[src/rtl/dual_sync_counter.sv]
module dual_sync_counter #(
  parameter int W = 16
) (
  input  logic         clk,
  input  logic         rst_n,
  input  logic         cnt_en,
  input  logic         wr_en,
  input  logic [2:0]   wr_addr,
  input  logic [W-1:0] wr_data,
  input  logic [1:0]   cap_in,
  output logic [W-1:0] cnt0,
  output logic [W-1:0] cnt1,
  output logic [W-1:0] cap0,
  output logic [W-1:0] cap1
);

  localparam logic [2:0] CS_CAPCLR = 3'b001;
  localparam logic [2:0] CS_FOLLOW = 3'b011;
  localparam logic [2:0] ES_RISE   = 3'b100;
  localparam logic [2:0] ES_FALL   = 3'b101;
  localparam logic [2:0] ES_BOTH   = 3'b110;
  localparam logic [2:0] A_LINK    = 3'd4;

  logic         link_on;
  logic [5:0]   ctrl   [2];
  logic [2:0]   sy     [2];
  logic [W-1:0] cnt    [2];
  logic [W-1:0] capr   [2];
  logic [1:0]   cap_evt, own, link, clr, load;

  always_comb begin
    for (int i = 0; i < 2; i++) begin
      case (ctrl[i][5:3])
        ES_RISE: cap_evt[i] =  sy[i][1] & ~sy[i][2];
        ES_FALL: cap_evt[i] = ~sy[i][1] &  sy[i][2];
        ES_BOTH: cap_evt[i] =  sy[i][1] ^  sy[i][2];
        default: cap_evt[i] = 1'b0;
      endcase
      own[i]  = cap_evt[i] & (ctrl[i][2:0] == CS_CAPCLR);
      link[i] = link_on & (ctrl[i][2:0] == CS_FOLLOW);
      load[i] = wr_en & ((wr_addr == 3'(i)) | (link_on & (wr_addr[2:1] == 2'b00)));
    end
  end

  assign clr[0] = own[0] | (link[0] & own[1]);
  assign clr[1] = own[1] | (link[1] & own[0]);

  always_ff @(posedge clk or negedge rst_n) begin
    if (!rst_n) begin
      link_on <= 1'b0;
      for (int i = 0; i < 2; i++) begin
        ctrl[i] <= '0;
        sy[i]   <= '0;
        cnt[i]  <= '0;
        capr[i] <= '0;
      end
    end else begin
      if (wr_en && wr_addr == A_LINK) link_on <= wr_data[0];
      for (int i = 0; i < 2; i++) begin
        if (wr_en && wr_addr == 3'(i + 2)) ctrl[i] <= wr_data[5:0];
        sy[i] <= {sy[i][1:0], cap_in[i]};
        if (cap_evt[i]) capr[i] <= cnt[i];
        if (clr[i])       cnt[i] <= '0;
        else if (load[i]) cnt[i] <= wr_data;
        else if (cnt_en)  cnt[i] <= cnt[i] + 1'b1;
      end
    end
  end

  assign cnt0 = cnt[0];
  assign cnt1 = cnt[1];
  assign cap0 = capr[0];
  assign cap1 = capr[1];

endmodule

[config.mk]
export PLATFORM = sky130hd
export DESIGN_NAME = dual_sync_counter
export DESIGN_NICKNAME = d
export VERILOG_FILES = /design/src/rtl/dual_sync_counter.sv
export SDC_FILE = /design/constraint.sdc
export NUM_CORES = 1
export LEC_CHECK = 0
export ABC_CLOCK_PERIOD_IN_PS = 2300
export BUFFER_PORTS_ARGS = -buffer_cell sky130_fd_sc_hd__buf_2
export CAP_MARGIN = 20
export CORE_MARGIN = 2
export CORE_UTILIZATION = 35
export CTS_BUF_LIST = sky130_fd_sc_hd__clkbuf_16
export DETAILED_ROUTE_END_ITERATION = 8
export SYNTH_ARGS = -nofsm -noshare
export SYNTH_HDL_FRONTEND = slang
export SYNTH_SLANG_ARGS = --single-unit
[constraint.sdc]
create_clock -name clk -period 2.3 [get_ports clk]
set_clock_uncertainty 0.2 [all_clocks]
set_input_delay 0.23 -clock clk [delete_from_list [all_inputs] [get_ports clk]]
set_output_delay 0.23 -clock clk [all_outputs]
set_load 0.01 [all_outputs]
# After elaboration in Yosys (flattened, before gate mapping)
# Cells that the tools add are included.
[classes]
n_mux = 8
eq_ne = 14
add_sub_neg = 2
n_reduce_logical = 7
n_bitwise = 23
[ops]
columns = ["cell", "n"]
rows = [
  ["$mux W16", 6],
  ["$add A16 B1 Y16 const B", 2],
  ["$eq A3 B3 Y1 const B", 7],
  ["$and A1 B1 Y1", 13],
  ["$eq A3 B2 Y1 const B", 4],
  ["$eq A3 B1 Y1 const B", 3],
  ["$pmux W1 S3", 2],
  ["$reduce_bool A3 Y1", 2],
  ["$not A1 Y1", 4],
  ["$or A1 B1 Y1", 4],
  ["$logic_and A1 B1 Y1", 3],
  ["$logic_not A3 Y1", 1],
  ["$logic_not A2 Y1", 1],
  ["$xor A1 B1 Y1", 2],
]
[totals]
word_cells = 63
register_bits = 83
input_bits = 25

# Logic depth before layout (Yosys ltp)
[logic_depth]
ltp_word = 7
mapped_depth = 9
mapped_depth_nobuf = 7

# Worst setup path before layout
# Ideal clock, no wire load.
[synth_timing]
path_type = "reg-to-reg"
start = "register sy[4] (netlist bit)"
end = "register cnt, in the netlist cnt1[12]"
stages_incl_launch_ff = 9
required_time_ns = 2.013
setup_time_ns = 0.087
path_buffers = 2
arrival_time_ns = 1.675
setup_slack_ns = 0.338
path_cell_list = "dfrtp_1 inv_1 ha_1 nor2b_1 o311a_1 buf_6 a22o_4 buf_6 a211oi_2"
[synth_via]
elab_chain_len = 7
elab_cells_between_ends = 10
cone_classes = "mux (2); bitwise (7); reduce/logical (1)"
[synth_rtl]
columns = ["item", "line_no", "source"]
rows = [
  ["start: declaration", "26", "logic [2:0] sy [2];"],
  ["start signal: indexed assignment", "61", "sy[i] <= {sy[i][1:0], cap_in[i]};"],
  ["$not A1 Y1", "35", "ES_FALL: cap_evt[i] = ~sy[i][1] & sy[i][2];"],
  ["$and A1 B1 Y1", "35", ""],
  ["$pmux W1 S3 (*)", "33", "case (ctrl[i][5:3])"],
  ["$and A1 B1 Y1 (*)", "39", "own[i] = cap_evt[i] & (ctrl[i][2:0] == CS_CAPCLR);"],
  ["$and A1 B1 Y1 (*)", "46", "assign clr[1] = own[1] | (link[1] & own[0]);"],
  ["$or A1 B1 Y1 (*)", "46", ""],
  ["$reduce_bool A3 Y1 (no source line) or $mux W16 (tied branches)", "n/a", ""],
  ["end signal: indexed assignment", "64", "else if (load[i]) cnt[i] <= wr_data;"],
  ["end signal: indexed assignment", "65", "else if (cnt_en) cnt[i] <= cnt[i] + 1'b1;"],
  ["end: declaration", "27", "logic [W-1:0] cnt [2];"],
]
# Mark *: on every way between the ends. The rest lies on a longest branch, timed or not.
# A chain may end at the register's enable or synchronous reset.

# Worst setup path after layout
[layout_timing]
start = "register cnt, in the netlist cnt1[0]"
end = "register cnt, in the netlist cnt1[14]"
[layout_via]
elab_chain_len = 4
[layout_rtl]
columns = ["item", "line_no", "source"]
rows = [
  ["$add A16 B1 Y16", "65", ""],
  ["$mux W16", "65", ""],
  ["$mux W16", "64", ""],
  ["$mux W16", "63", "if (clr[i]) cnt[i] <= '0;"],
]
# No other way between the ends. The select of a mux whose other input is x is not followed.

==> results.md <==
- Status: finished, final reports clean
- CP Depth: 6
- Crit path kind: reg -> reg
- WL/cell: roughly 15 um
- Final wirelength: around 8600 um
- Final setup fails: 0
- Fin Hold WS: 0.0199 ns
- Measured slew at the worst slew-check pin: between 0.4 and 0.5 ns
- Setup crit start kind: flop
- Max-slew headroom: 0.676
- Sw frac: 0.349
- Drt first-iter violations: 75
- CP cell instances: ha_1 > nand4_1 > nor3_2 > nand3_1 > xor2_1 > a211oi_2
- Vias post-DR: 2806
- Critical path fanouts, max: 6
- CP peak stage delay: 0.44 ns
- First-pass GRT wire length: 14100 um
- Avg Cell Area, Syn: 12.2 um^2
- Vert. Die Dim: between 100 and 150 um
- Clk buf depth: 2
- Drt pass-1 iters: 6
- Clock transition at path regs: 0.06 ns
- CP Capture Point: cnt1[14]
- Die Wd: 110 um
- Syn nets: 354
- Port buffer count: 88
- Post-synthesis to final-layout area growth: 23.5%
- Core Region: between 10000 and 15000 um^2
- Setup tns final: 0 ns
- Flop pwr share: 0.429
- Internal power: 4110 uW
- EDFF count, synth: 0
- Htree depth: 3
- # diodes: 0
- Synth cell types: 32
- Max-cap violation count: 0
- Buf/Inv on CP: 0
- FF-to-FF End: cnt1[14]
- Final nets: 450
- Post-synthesis sequential area ratio: 0.525
- Worst r2r src: cnt1[0]
- I/O pin count: roughly 90
- Mapped Cells: 323
- Final min period: about 2.1 ns
- Clk pwr share: 0.219
- Leakage power: about 0.0021 uW
- Unrepaired setup endpoints after global routing: no
- Crit. End Element: flop
- Worst setup path startpoint: cnt1[0]
- Synth Cell Area: 3960 um^2
- Reg2reg path depth: 6
- Post-DP Area: 4550 um^2
- Clock latency on the worst-skew pair: around 0.33 ns
- R2R setup slack: approximately 0.24 ns
- Comb pwr share: 0.352
- Number of remaining DRC errors: 0
- Pre-CTS setup slack: 0.253 ns
- Cell area power density: 1290 nW/um^2
- Worst Path Required: ~2.3 ns
- Routed vias/inst: about 5.0
- Initial antenna violation count: 0
- Final max-slew violation count: 0
- Cell family with most CP delay: simple AND/OR/NAND/NOR gates
- Switching power: around 2200 uW
- Synth warn: 0
- Vias in the first global route: 2852
- Clk root buf: clkbuf_16
- Final Wtd Congestion: 0.801
- GR Util All Layers: 0.152
- Crit path DAT: 2.11 ns
- Initial core utilization: 0.362
- Final period util: 0.897
- Ys async rst share: 1.00
- Peak supply drop: about 0.54 mV
- Num CTS Buffers: 9
- Final hold viol count: 0
- Post-Layout Inst Area: between 4000 and 5000 um^2
- PnR worst setup slack: between 0.2 and 0.25 ns
- Final HPWL DP: 6340 um
- Number of core rows: 38
- Overall power: 6320 uW
- Yosys reg bits: 83
- Total clock sinks: 83
- Largest net degree at the start of global routing: 49
- Layout cell share with drive strength beyond 1: 0.432
- Hold Path Class: in -> reg
- Post-synth top flop: dfrtp_1
- Final ANT Viol Nets: 0
- Grt ovf: 0
- Clock tree from TritonCTS: done
- Slowest CP cell: dfrtp_1
- Die area: roughly 12000 um^2
- Max Clock Freq: 0.485 GHz
[power by group through the flow]
stage	sequential, uW	combinational, uW	clock (uW)
3_5_place_dp	2750	2260	0
5_1_grt	2820	2480	1490
2_1_floorplan	2890	1190	0
6_report	2710	2230	1380
4_1_cts	2730	2280	1420
3_3_place_gp	2720	2230	0
[how the worst min path moves through the flow]
stage	to	from	cells after the start
3_5_place_dp	cap1[14]	rst_n	1
4_1_cts	ctrl[0]	wr_data[0]	2
2_1_floorplan	cap0[0]	rst_n	0
6_report	ctrl[0]	wr_data[0]	2
3_3_place_gp	cap1[12]	rst_n	1
5_1_grt	ctrl[0]	wr_data[0]	2
[state kept, by name, indices dropped and copies added, names as in the netlist]
| register | count |
|---|---|
| ctrl | 12 |
| cnt0 | 16 |
| sy | 6 |
| cap1 | 16 |
| cap0 | 16 |
| cnt1 | 16 |
| link_on | 1 |
[placed cells by master (no fill, tap or decap), drive strengths merged, types with 3 or more instances in the layout]
cell type,n
a211oi,32
and3,3
buf,94
clkbuf,9
clkinv,5
dfrtp,83
dlygate4sd3,5
ha,6
inv,8
mux2,45
nand2,18
nand3,8
nand4,9
nor2,41
nor2b,4
nor3,4
nor4,4
o21ai,4
xnor2,10
xor2,20
[stage by stage]
stage	std cells	utilization
after floorplan	323	-
after global placement	543	0.416
after detailed placement	543	0.416
after CTS	564	0.447
after global routing	564	0.447
final	564	0.447
[per-layer routing]
layer  track usage  wire length (um)  vias up
met5             0                 0        -
met4        0.0402                91        0
met1         0.195              3930     1393
met3        0.0482               523        8
met2         0.248              4090       71
li1              -                 -     1334
[logic make-up (layout without fill, tap and decap cells)]
logic type | after synthesis | after routing | share of synthesized area
AO/OA/AOI/OAI | 40 | 40 | 0.106
XOR/XNOR | 30 | 30 | 0.0664
adder cells (fa/ha/maj) | 6 | 6 | 0.0190
buffers and inverters | 21 | 122 | 0.0291
flip-flops | 83 | 83 | 0.525
multiplexers | 47 | 47 | 0.133
AND/OR/NAND/NOR | 96 | 96 | 0.121
[synthesized netlist by cell type (6+ instances only)]
| library cell | n | area (um^2) |
|---|---|---|
| nand2_1 | 18 | 67.6 |
| xnor2_1 | 10 | 87.6 |
| a211oi_2 | 21 | 263 |
| a211oi_1 | 11 | 82.6 |
| nor2_1 | 41 | 154 |
| dfrtp_1 | 83 | 2080 |
| inv_1 | 7 | 26.3 |
| mux2_2 | 45 | 507 |
| ha_1 | 6 | 75.1 |
| clkbuf_1 | 7 | 26.3 |
| nand4_1 | 7 | 43.8 |
| nand3_1 | 8 | 40.0 |
| xor2_1 | 20 | 175 |
[what timing repair did]
item | in CTS | in global routing
endpoints found under the hold margin | 40 | 0
hold buffers | 5 | 0
gates resized for setup | 0 | 0
buffers inserted | 0 | 0
[layout make-up]
| type | count | area, um^2 |
|---|---|---|
| inverters | 7 | 26.3 |
| multi-input cells | 219 | 1770 |
| well taps | 140 | 175 |
| clock inverters | 7 | 60.1 |
| fillers | 1058 | 6050 |
| clock buffers | 9 | 225 |
| flip-flops and latches | 83 | 2080 |
| repair buffers | 99 | 551 |
(Power assumes the default switching activity.)
